File: src/rtl/wf_pkg.sv
package wf_pkg;
  typedef enum logic [1:0] {
    MODE_BOX  = 2'd0,
    MODE_GRAD = 2'd1,
    MODE_LAPL = 2'd2,
    MODE_OFF  = 2'd3
  } filt_mode_e;

  typedef struct packed {
    logic capture;
    logic emit;
  } wf_strobe_t;

  localparam int TAPS = 9;
endpackage

File: src/rtl/wf_ctrl.sv
module wf_ctrl
  import wf_pkg::*;
(
  input  logic       clk,
  input  logic       rstN,
  input  logic       inValid,
  output wf_strobe_t strobe,
  output logic       outValid
);
  logic emitQ;
  logic validQ;

  always_ff @(posedge clk) begin
    if (!rstN) begin
      emitQ  <= 1'b0;
      validQ <= 1'b0;
    end else begin
      emitQ  <= inValid;
      validQ <= emitQ;
    end
  end

  assign strobe.capture = inValid;
  assign strobe.emit    = emitQ;
  assign outValid       = validQ;
endmodule

File: src/rtl/wf_kernel.sv
module wf_kernel
  import wf_pkg::*;
#(
  parameter int PIX_W = 8
) (
  input  logic [TAPS*PIX_W-1:0] pix,
  input  filt_mode_e            mode,
  output logic [PIX_W-1:0]      result
);
  localparam int ACC_W = PIX_W + 5;
  localparam logic signed [ACC_W-1:0] PIX_MAX = ACC_W'((1 << PIX_W) - 1);

  logic signed [ACC_W-1:0] p [TAPS];

  for (genvar t = 0; t < TAPS; t++) begin : g_widen
    assign p[t] = {{(ACC_W-PIX_W){1'b0}}, pix[t*PIX_W +: PIX_W]};
  end

  logic signed [ACC_W-1:0] boxSum, boxDiv, gx, gy, absX, absY, gradMag, lapl;

  function automatic logic [PIX_W-1:0] clampPix(input logic signed [ACC_W-1:0] v);
    if (v < 0)            return '0;
    else if (v > PIX_MAX) return PIX_MAX[PIX_W-1:0];
    else                  return v[PIX_W-1:0];
  endfunction

  always_comb begin
    boxSum  = p[0] + p[1] + p[2] + p[3] + p[4] + p[5] + p[6] + p[7] + p[8];
    boxDiv  = boxSum >>> 3;
    gx      = (p[6] + (p[7] <<< 1) + p[8]) - (p[0] + (p[1] <<< 1) + p[2]);
    gy      = (p[2] + (p[5] <<< 1) + p[8]) - (p[0] + (p[3] <<< 1) + p[6]);
    absX    = (gx < 0) ? -gx : gx;
    absY    = (gy < 0) ? -gy : gy;
    gradMag = absX + absY;
    lapl    = (p[4] <<< 2) - (p[1] + p[3] + p[5] + p[7]);
    unique case (mode)
      MODE_BOX:  result = clampPix(boxDiv);
      MODE_GRAD: result = clampPix(gradMag);
      MODE_LAPL: result = clampPix(lapl);
      default:   result = '0;
    endcase
  end
endmodule

File: src/rtl/wf_datapath.sv
module wf_datapath
  import wf_pkg::*;
#(
  parameter int PIX_W = 8
) (
  input  logic                  clk,
  input  logic                  rstN,
  input  wf_strobe_t            strobe,
  input  logic [TAPS*PIX_W-1:0] winIn,
  input  logic [1:0]            modeIn,
  output logic [PIX_W-1:0]      outPixel
);
  logic [TAPS*PIX_W-1:0] winQ;
  filt_mode_e            modeQ;
  logic [PIX_W-1:0]      kernelOut;

  always_ff @(posedge clk) begin
    if (!rstN) begin
      winQ  <= '0;
      modeQ <= MODE_OFF;
    end else if (strobe.capture) begin
      winQ  <= winIn;
      modeQ <= filt_mode_e'(modeIn);
    end
  end

  wf_kernel #(.PIX_W(PIX_W)) u_kernel (
    .pix    (winQ),
    .mode   (modeQ),
    .result (kernelOut)
  );

  always_ff @(posedge clk) begin
    if (!rstN)            outPixel <= '0;
    else if (strobe.emit) outPixel <= kernelOut;
  end
endmodule

File: src/rtl/pixel_window_filter.sv
module pixel_window_filter
  import wf_pkg::*;
#(
  parameter int PIX_W  = 8,
  parameter int WORD_W = 32
) (
  input  logic              clk,
  input  logic              rstN,
  input  logic              inValid,
  input  logic [1:0]        mode,
  input  logic [WORD_W-1:0] word0,
  input  logic [WORD_W-1:0] word1,
  input  logic [WORD_W-1:0] word2,
  output logic              outValid,
  output logic [PIX_W-1:0]  outPixel
);
  localparam int BUS_W   = 3 * WORD_W;
  localparam int WIN_W   = TAPS * PIX_W;
  localparam int SPARE_W = BUS_W - WIN_W;

  logic [BUS_W-1:0] bus;
  wf_strobe_t       strobe;

  assign bus = {word2, word1, word0};

  if (SPARE_W > 0) begin : g_spare
    logic unusedSpare;
    assign unusedSpare = ^bus[BUS_W-1:WIN_W];
  end

  wf_ctrl u_ctrl (
    .clk      (clk),
    .rstN     (rstN),
    .inValid  (inValid),
    .strobe   (strobe),
    .outValid (outValid)
  );

  wf_datapath #(.PIX_W(PIX_W)) u_dp (
    .clk      (clk),
    .rstN     (rstN),
    .strobe   (strobe),
    .winIn    (bus[WIN_W-1:0]),
    .modeIn   (mode),
    .outPixel (outPixel)
  );
endmodule

File: config.mk
export PLATFORM = sky130hd
export DESIGN_NAME = pixel_window_filter
export DESIGN_NICKNAME = d
export VERILOG_FILES = /design/src/rtl/wf_pkg.sv /design/src/rtl/wf_ctrl.sv /design/src/rtl/wf_kernel.sv /design/src/rtl/wf_datapath.sv /design/src/rtl/pixel_window_filter.sv
export SDC_FILE = /design/constraint.sdc
export NUM_CORES = 1
export LEC_CHECK = 0
export CAP_MARGIN = 0
export CORE_AREA = 2 2 195 197
export DETAILED_ROUTE_END_ITERATION = 8
export DIE_AREA = 0 0 197 199
export SETUP_SLACK_MARGIN = 0.5
export SLEW_MARGIN = 20
export SYNTH_ARGS = -nofsm -noshare
export SYNTH_HDL_FRONTEND = slang
export SYNTH_SLANG_ARGS = --single-unit
File: constraint.sdc
create_clock -name clk -period 13.5 [get_ports clk]
set_clock_uncertainty 0.1 [all_clocks]
set_input_delay 3.375 -clock clk [delete_from_list [all_inputs] [get_ports clk]]
set_output_delay 3.375 -clock clk [all_outputs]
set_load 0.01 [all_outputs]
Word-level counts from Yosys, hierarchy flattened
Index checks and enable logic that the tools add are counted.
{"block": "word_totals", "reg_bits": 84, "latchBits": 0, "ramBits": 0, "romBits": 0, "inputBits": 101, "elab_cells": 50, "mem_count": 0}
{"block": "op_classes", "n_addsub": 25, "mul": 0, "div_mod_pow": 0, "n_lt_le_gt_ge": 8, "n_eq_ne": 2, "shift": 0, "n_mux": 9, "bitwise": 0, "n_reduce_logical": 1}
{"operator": "adder 13 x 9 -> 13 bit", "n": 7}
{"operator": "adder 10 x 8 -> 11 bit", "n": 5}
{"operator": "two-way mux 8 bit", "n": 6}
{"operator": "adder 8 x 9 -> 10 bit", "n": 4}
{"operator": "less-than comparator 12 x 1 -> 1 bit (second input constant)", "n": 3}
{"operator": "two-way mux 13 bit", "n": 2}
{"operator": "negation 12 -> 13 bit", "n": 2}
{"operator": "case mux 8 bit (3 select lines)", "n": 1}
{"operator": "subtractor 11 x 11 -> 12 bit", "n": 2}
{"operator": "adder 8 x 8 -> 9 bit", "n": 2}
{"operator": "adder 13 bit", "n": 1}
{"operator": "greater-than comparator 13 x 9 -> 1 bit (second input constant)", "n": 1}
{"operator": "less-than comparator 13 x 1 -> 1 bit (second input constant)", "n": 1}
{"operator": "greater-than comparator 12 x 9 -> 1 bit (second input constant)", "n": 1}
{"operator": "subtractor 10 x 11 -> 12 bit", "n": 1}
{"operator": "adder 9 x 8 -> 10 bit", "n": 1}
{"operator": "greater-than comparator 10 x 9 -> 1 bit (second input constant)", "n": 1}
{"operator": "less-than comparator 10 x 1 -> 1 bit (second input constant)", "n": 1}
{"operator": "equality test 2 x 1 -> 1 bit (second input constant)", "n": 1}
{"operator": "equality test 2 bit (second input constant)", "n": 1}
{"operator": "logical NOT 2 bit", "n": 1}

Longest topological paths before layout
{"block": "depth", "ltp_word": 12, "depth_mapped": 25}

By module
A second synthesis with hierarchy kept.
{"block": "hier_totals", "cells_unflattened": 942, "hier_area_um2": 9467.8}
{"module": "wf_kernel", "n_inst": 1, "cells_per_inst": 672, "area_each_um2": 6251.0, "seq_area_each_um2": 0.0}
{"module": "wf_datapath", "n_inst": 1, "cells_per_inst": 264, "area_each_um2": 3149.3, "seq_area_each_um2": 1641.6}
{"module": "wf_ctrl", "n_inst": 1, "cells_per_inst": 6, "area_each_um2": 67.6, "seq_area_each_um2": 40.0}

Least setup slack after synthesis
OpenSTA, ideal clock, no wires.
{"block": "synth_timing", "path_kind": "register to register", "startpoint": "register u_dp.winQ[2]", "endpoint": "register u_dp.outPixel[2]", "setup_time_ns": 0.124, "t_arrival_ns": 5.744, "required_time_ns": 13.276, "setup_slack_ns": 7.532, "path_stages_with_launch": 23, "synth_period_minus_slack_ns": 5.968, "cell_sequence": "dfxtp_1 -> inv_1 -> fa_1 -> fa_1 -> fa_1 -> fa_1 -> a21o_1 -> a21oi_1 -> o21ai_1 -> a21o_1 -> a21o_1 -> a21oi_1 -> mux2i_1 -> inv_1 -> ha_1 -> a211oi_1 -> nor2_1 -> o41ai_1 -> o32ai_1 -> a2111oi_4 -> nand2_2 -> o21ai_1 -> a31oi_1"}
{"block": "synth_via", "elab_chain_cells": 12, "word_cells_on_any_way": 30}
{"element": "start: declaration", "line": "wf_datapath.sv:13", "text": "logic [TAPS*PIX_W-1:0] winQ;"}
{"element": "start signal: assignment", "line": "wf_datapath.sv:22", "text": "winQ <= winIn;"}
{"element": "adder 8 x 8 -> 9 bit", "line": "wf_kernel.sv:28", "text": "boxSum = p[0] + p[1] + p[2] + p[3] + p[4] + p[5] + p[6] + p[7] + p[8];"}
{"element": "adder 13 x 9 -> 13 bit (7 in a row)", "line": "wf_kernel.sv:28"}
{"element": "greater-than comparator 10 x 9 -> 1 bit", "line": "wf_kernel.sv:23", "text": "else if (v > PIX_MAX) return PIX_MAX[PIX_W-1:0];"}
{"element": "two-way mux 8 bit", "line": "wf_kernel.sv:23"}
{"element": "two-way mux 8 bit", "line": "wf_kernel.sv:22", "text": "if (v < 0) return '0;"}
{"element": "case mux 8 bit (3 select lines) (*)", "line": "wf_kernel.sv:36", "text": "unique case (mode)"}
{"element": "end signal: assignment", "line": "wf_datapath.sv:35", "text": "else if (strobe.emit) outPixel <= kernelOut;"}
{"element": "end: declaration", "line": "wf_datapath.sv:11", "text": "output logic [PIX_W-1:0] outPixel"}
Mark *: on every way between the ends. The rest lies on a longest branch, timed or not.
A chain may end at the register's enable or synchronous reset.

Worst setup path after layout
{"block": "layout_timing", "startpoint": "register u_dp.winQ[50]", "endpoint": "register u_dp.outPixel[5]"}
{"block": "layout_via", "elab_chain_cells": 10, "word_cells_on_any_way": 24}
{"element": "adder 8 x 9 -> 10 bit", "line": "wf_kernel.sv:30", "text": "gx = (p[6] + (p[7] <<< 1) + p[8]) - (p[0] + (p[1] <<< 1) + p[2]);"}
{"element": "adder 10 x 8 -> 11 bit", "line": "wf_kernel.sv:30"}
{"element": "subtractor 11 x 11 -> 12 bit", "line": "wf_kernel.sv:30"}
{"element": "negation 12 -> 13 bit or less-than comparator 12 x 1 -> 1 bit (tied branches)", "line": "wf_kernel.sv:32", "text": "absX = (gx < 0) ? -gx : gx;"}
{"element": "two-way mux 13 bit", "line": "wf_kernel.sv:32"}
{"element": "adder 13 bit", "line": "wf_kernel.sv:34", "text": "gradMag = absX + absY;"}
{"element": "greater-than comparator 13 x 9 -> 1 bit", "line": "wf_kernel.sv:23"}
{"element": "two-way mux 8 bit", "line": "wf_kernel.sv:23"}
{"element": "two-way mux 8 bit", "line": "wf_kernel.sv:22"}
{"element": "case mux 8 bit (3 select lines) (*)", "line": "wf_kernel.sv:36"}
Marked as above.

==> metrics.txt <==
vias per cell 4.39; fillers 3,945; RePlAce Congestion 0.864; Overall Global Routing Usage 11.9%; Crit path top cell by count fa_1; ranking of synthesized cells by area fa_1 (29%), dfxtp_1 (18%), ha_1 (9.6%), mux2i_1 (8.6%), inv_1 (7.8%); drt pass-1 iters 5; met2 WL 11.1 mm; Ys Warns 0; die width 197 um; Tcrit/Tclk final 50.4%; final max-slew violation count 0; CTS Buf Count 9; Mapped Area slightly above 9000 sq um; Sw Share 52.4%; routed vias between 6k and 7k; clk buf depth 2; syn_area_per_cell 9.33 sq um; CTS tree yes; Final #Nets 1,374; die area approximately 40,000 sq um; RSZ-0062 raised after global routing no; fin util 29.3%; area of the multi-input gates 6750 sq um; final WL between 20 and 25 mm; pre-CTS setup slack 6.76 ns; Max Cap Viol 0; register area about 1700 sq um; dpl hpwl about 19 mm; layout cells sized above 1 around 2.7%; Hold Vio Cnt, Final 0; Worst setup EP type register; Data arrival, critical path around 7 ns; Met3 Wirelength around 700 um; Peak Freq 147 MHz; outcome finished, final reports clean; crit path max fanout 5; CP Class reg -> reg; initial core utilization around a quarter; # hold bufs at CTS 0; final global-route overflow total 0; internal power 1420 uW; most common cell after layout, fill and taps aside inv_1; Post-CTS Resized 0; CP delay by family, top compound AO/OA/AOI/OAI gates; Yosys reg bits between 80 and 90; hold crit path type reg -> reg; post-route setup TNS 0 ns; Core Region 37,100 sq um; Worst Tran Pin Value 0.908 ns; Synth area leader fa_1; root buf cell clkbuf_16; Peak VDD IR 0.331 mV; Synth top area share 28.9%; combinational share of power 82.5%; startpoint types register; post-synth cell types 60; clk_lat worst skew 0.36 ns; post-synthesis async set-or-reset flop share 0%; Mapped Cells 988; final setup fails 0; Worst slew margin between 30% and 40%; first-pass GRT wire length between 30 and 40 mm; drt drc 0; Buffers on Ports 85; dominant synthesized flop cell dfxtp_1; share of power burned in registers 9.5%; leak pwr 0.00488 uW; n_diodes 0; EDFF count, synth 0; Clk pwr share 8.0%; Final Power about 3000 uW; max incr delay on CP ~0.55 ns; WL met1 10.4 mm; wire per inst 14.5 um; setup ws final roughly 6.7 ns; top routing layer in use met4; vias in the first global route 7,116; Layout area overhead 18.2%; DIE HEIGHT approximately 200 um; Rows 71; Bufs and invs on worst path 2; crit path max-delay cell type fa_1; H-tree depth 3; 1st-iter DRT viols 296; # clock sinks 84; sequential cell area fraction in the yosys report 18.2%; largest net degree at the start of global routing 75; sw power approximately 1600 uW; Final Critical Period 6.80 ns; Post CTS Setup Buffer Count 0; post-route ant nets 0; Pwr per Cell Area about 270 nW/um^2; worst path required time 13.64 ns; initial antenna violation count 0; Clk pin slew, worst setup/hold paths 0.06 ns; io pins 110; critical path, cell by cell inv_1 > fa_1 > fa_1 > fa_1 > fa_1 > a21o_1 > a21oi_1 > o21ai_1 > a21o_1 > a21o_1 > a21oi_1 > mux2i_1 > inv_1 > ha_1 > a211oi_1 > nor2_1 > o41ai_1 > o32ai_1 > a2111oi_4 > nand2_2 > o21ai_1 > a31oi_1; commonest cells after routing, fill and taps aside inv_1 (191), fa_1 (133), nor2_1 (118), clkdlybuf4s50_1 (84), dfxtp_1 (84)
synth_stat cells (2+ instances only):
cell,count
a21o_1,16
a221oi_1,2
xor2_1,16
buf_1,4
inv_1,192
mux2i_1,79
o21a_1,10
o2111ai_1,2
nand4_1,3
a22oi_1,3
dfxtp_1,84
o21ai_1,12
a21oi_1,28
and3_1,4
nor2b_1,6
o41ai_1,2
nor4_1,3
o21ai_0,28
xnor2_1,31
nor3_1,13
o21bai_1,8
o211ai_1,5
nand2b_1,4
a211oi_1,6
or3_1,5
clkbuf_1,13
or4_1,2
o2bb2ai_1,2
o22ai_1,6
nand3_1,10
ha_1,71
a31oi_1,14
nor2_1,118
fa_1,133
nand2_1,24
and2_1,5
logic make-up (layout without fill, tap and decap cells):
family / count (synthesis) / after routing / synth area share, %
adders and majority gates: 204 / 204 / 38.5
muxes: 80 / 80 / 8.70
xor gates and xnor gates: 47 / 47 / 4.47
and+or+nand+nor: 204 / 204 / 9.93
AOI/OAI and AO/OA: 158 / 158 / 11.5
other: 1 / 2 / 0.0407
buffers and inverters: 210 / 295 / 8.57
DFF: 84 / 84 / 18.2
worst paths after layout:
check | to | start | depth (start not counted) | slack (ns)
worst max-delay path | u_dp.outPixel[5] | u_dp.winQ[50] | 22 | 6.70
worst min-delay path | u_dp.winQ[28] | u_dp.winQ[28] | 2 | 0.39
worst max register to register | u_dp.outPixel[5] | u_dp.winQ[50] | 22 | 6.70
worst min register to register | u_dp.winQ[28] | u_dp.winQ[28] | 2 | 0.39
state kept, by name, summed over array words and instances (netlist names):
name and count:
u_ctrl.outValid 1, u_dp.outPixel 8, u_dp.modeQ 2, u_ctrl.emitQ 1, u_dp.winQ 72
through the flow:
| stage | instances | hold slack, ns | instance area (sq um) |
|---|---|---|---|
| floorplan | 989 | 0.360 | 9220 |
| detailed placement | 1532 | 0.382 | 10600 |
| global placement | 1532 | 0.377 | 10600 |
| finish | 1548 | 0.392 | 10900 |
| CTS | 1548 | 0.400 | 10900 |
| global route | 1548 | 0.414 | 10900 |
layer usage:
metal | vias up | track usage, %
met3 | 13 | 1.92
met1 | 3297 | 16.1
li1 | 3380 | -
met5 | - | 0
met2 | 109 | 20.3
met4 | 0 | 2.31
power groups by stage:
stage | Sequential (uW) | Combinational (uW) | Clock (uW)
after floorplan | 283 | 1880 | 0
after global placement | 289 | 2400 | 0
after detailed placement | 289 | 2430 | 0
after CTS | 284 | 2450 | 247
after global routing | 286 | 2740 | 257
final | 283 | 2460 | 239
cell type report:
| cell class | instances | area share [%] |
|---|---|---|
| Clock buffer | 11 | 2.32 |
| Clock inverter | 5 | 0.333 |
| Inverter | 192 | 6.61 |
| Multi-Input combinational cell | 695 | 61.9 |
| Sequential cell | 84 | 15.4 |
| Tap cell | 474 | 5.44 |
| Timing Repair Buffer | 87 | 7.92 |
worst reg2reg max path: stages, from the launching register on:
cell and delay (ns):
dfxtp_1 0.46, inv_1 0.09, fa_1 0.49, fa_1 0.52, fa_1 0.55, fa_1 0.49, a21o_1 0.20, a21oi_1 0.27
o21ai_1 0.12, a21o_1 0.20, a21o_1 0.23, a21oi_1 0.41, mux2i_1 0.35, inv_1 0.08, ha_1 0.29, a211oi_1 0.32
nor2_1 0.13, o41ai_1 0.50, o32ai_1 0.21, a2111oi_4 0.27, nand2_2 0.14, o21ai_1 0.18, a31oi_1 0.10
Note: power is estimated with default switching activity, not from simulation.
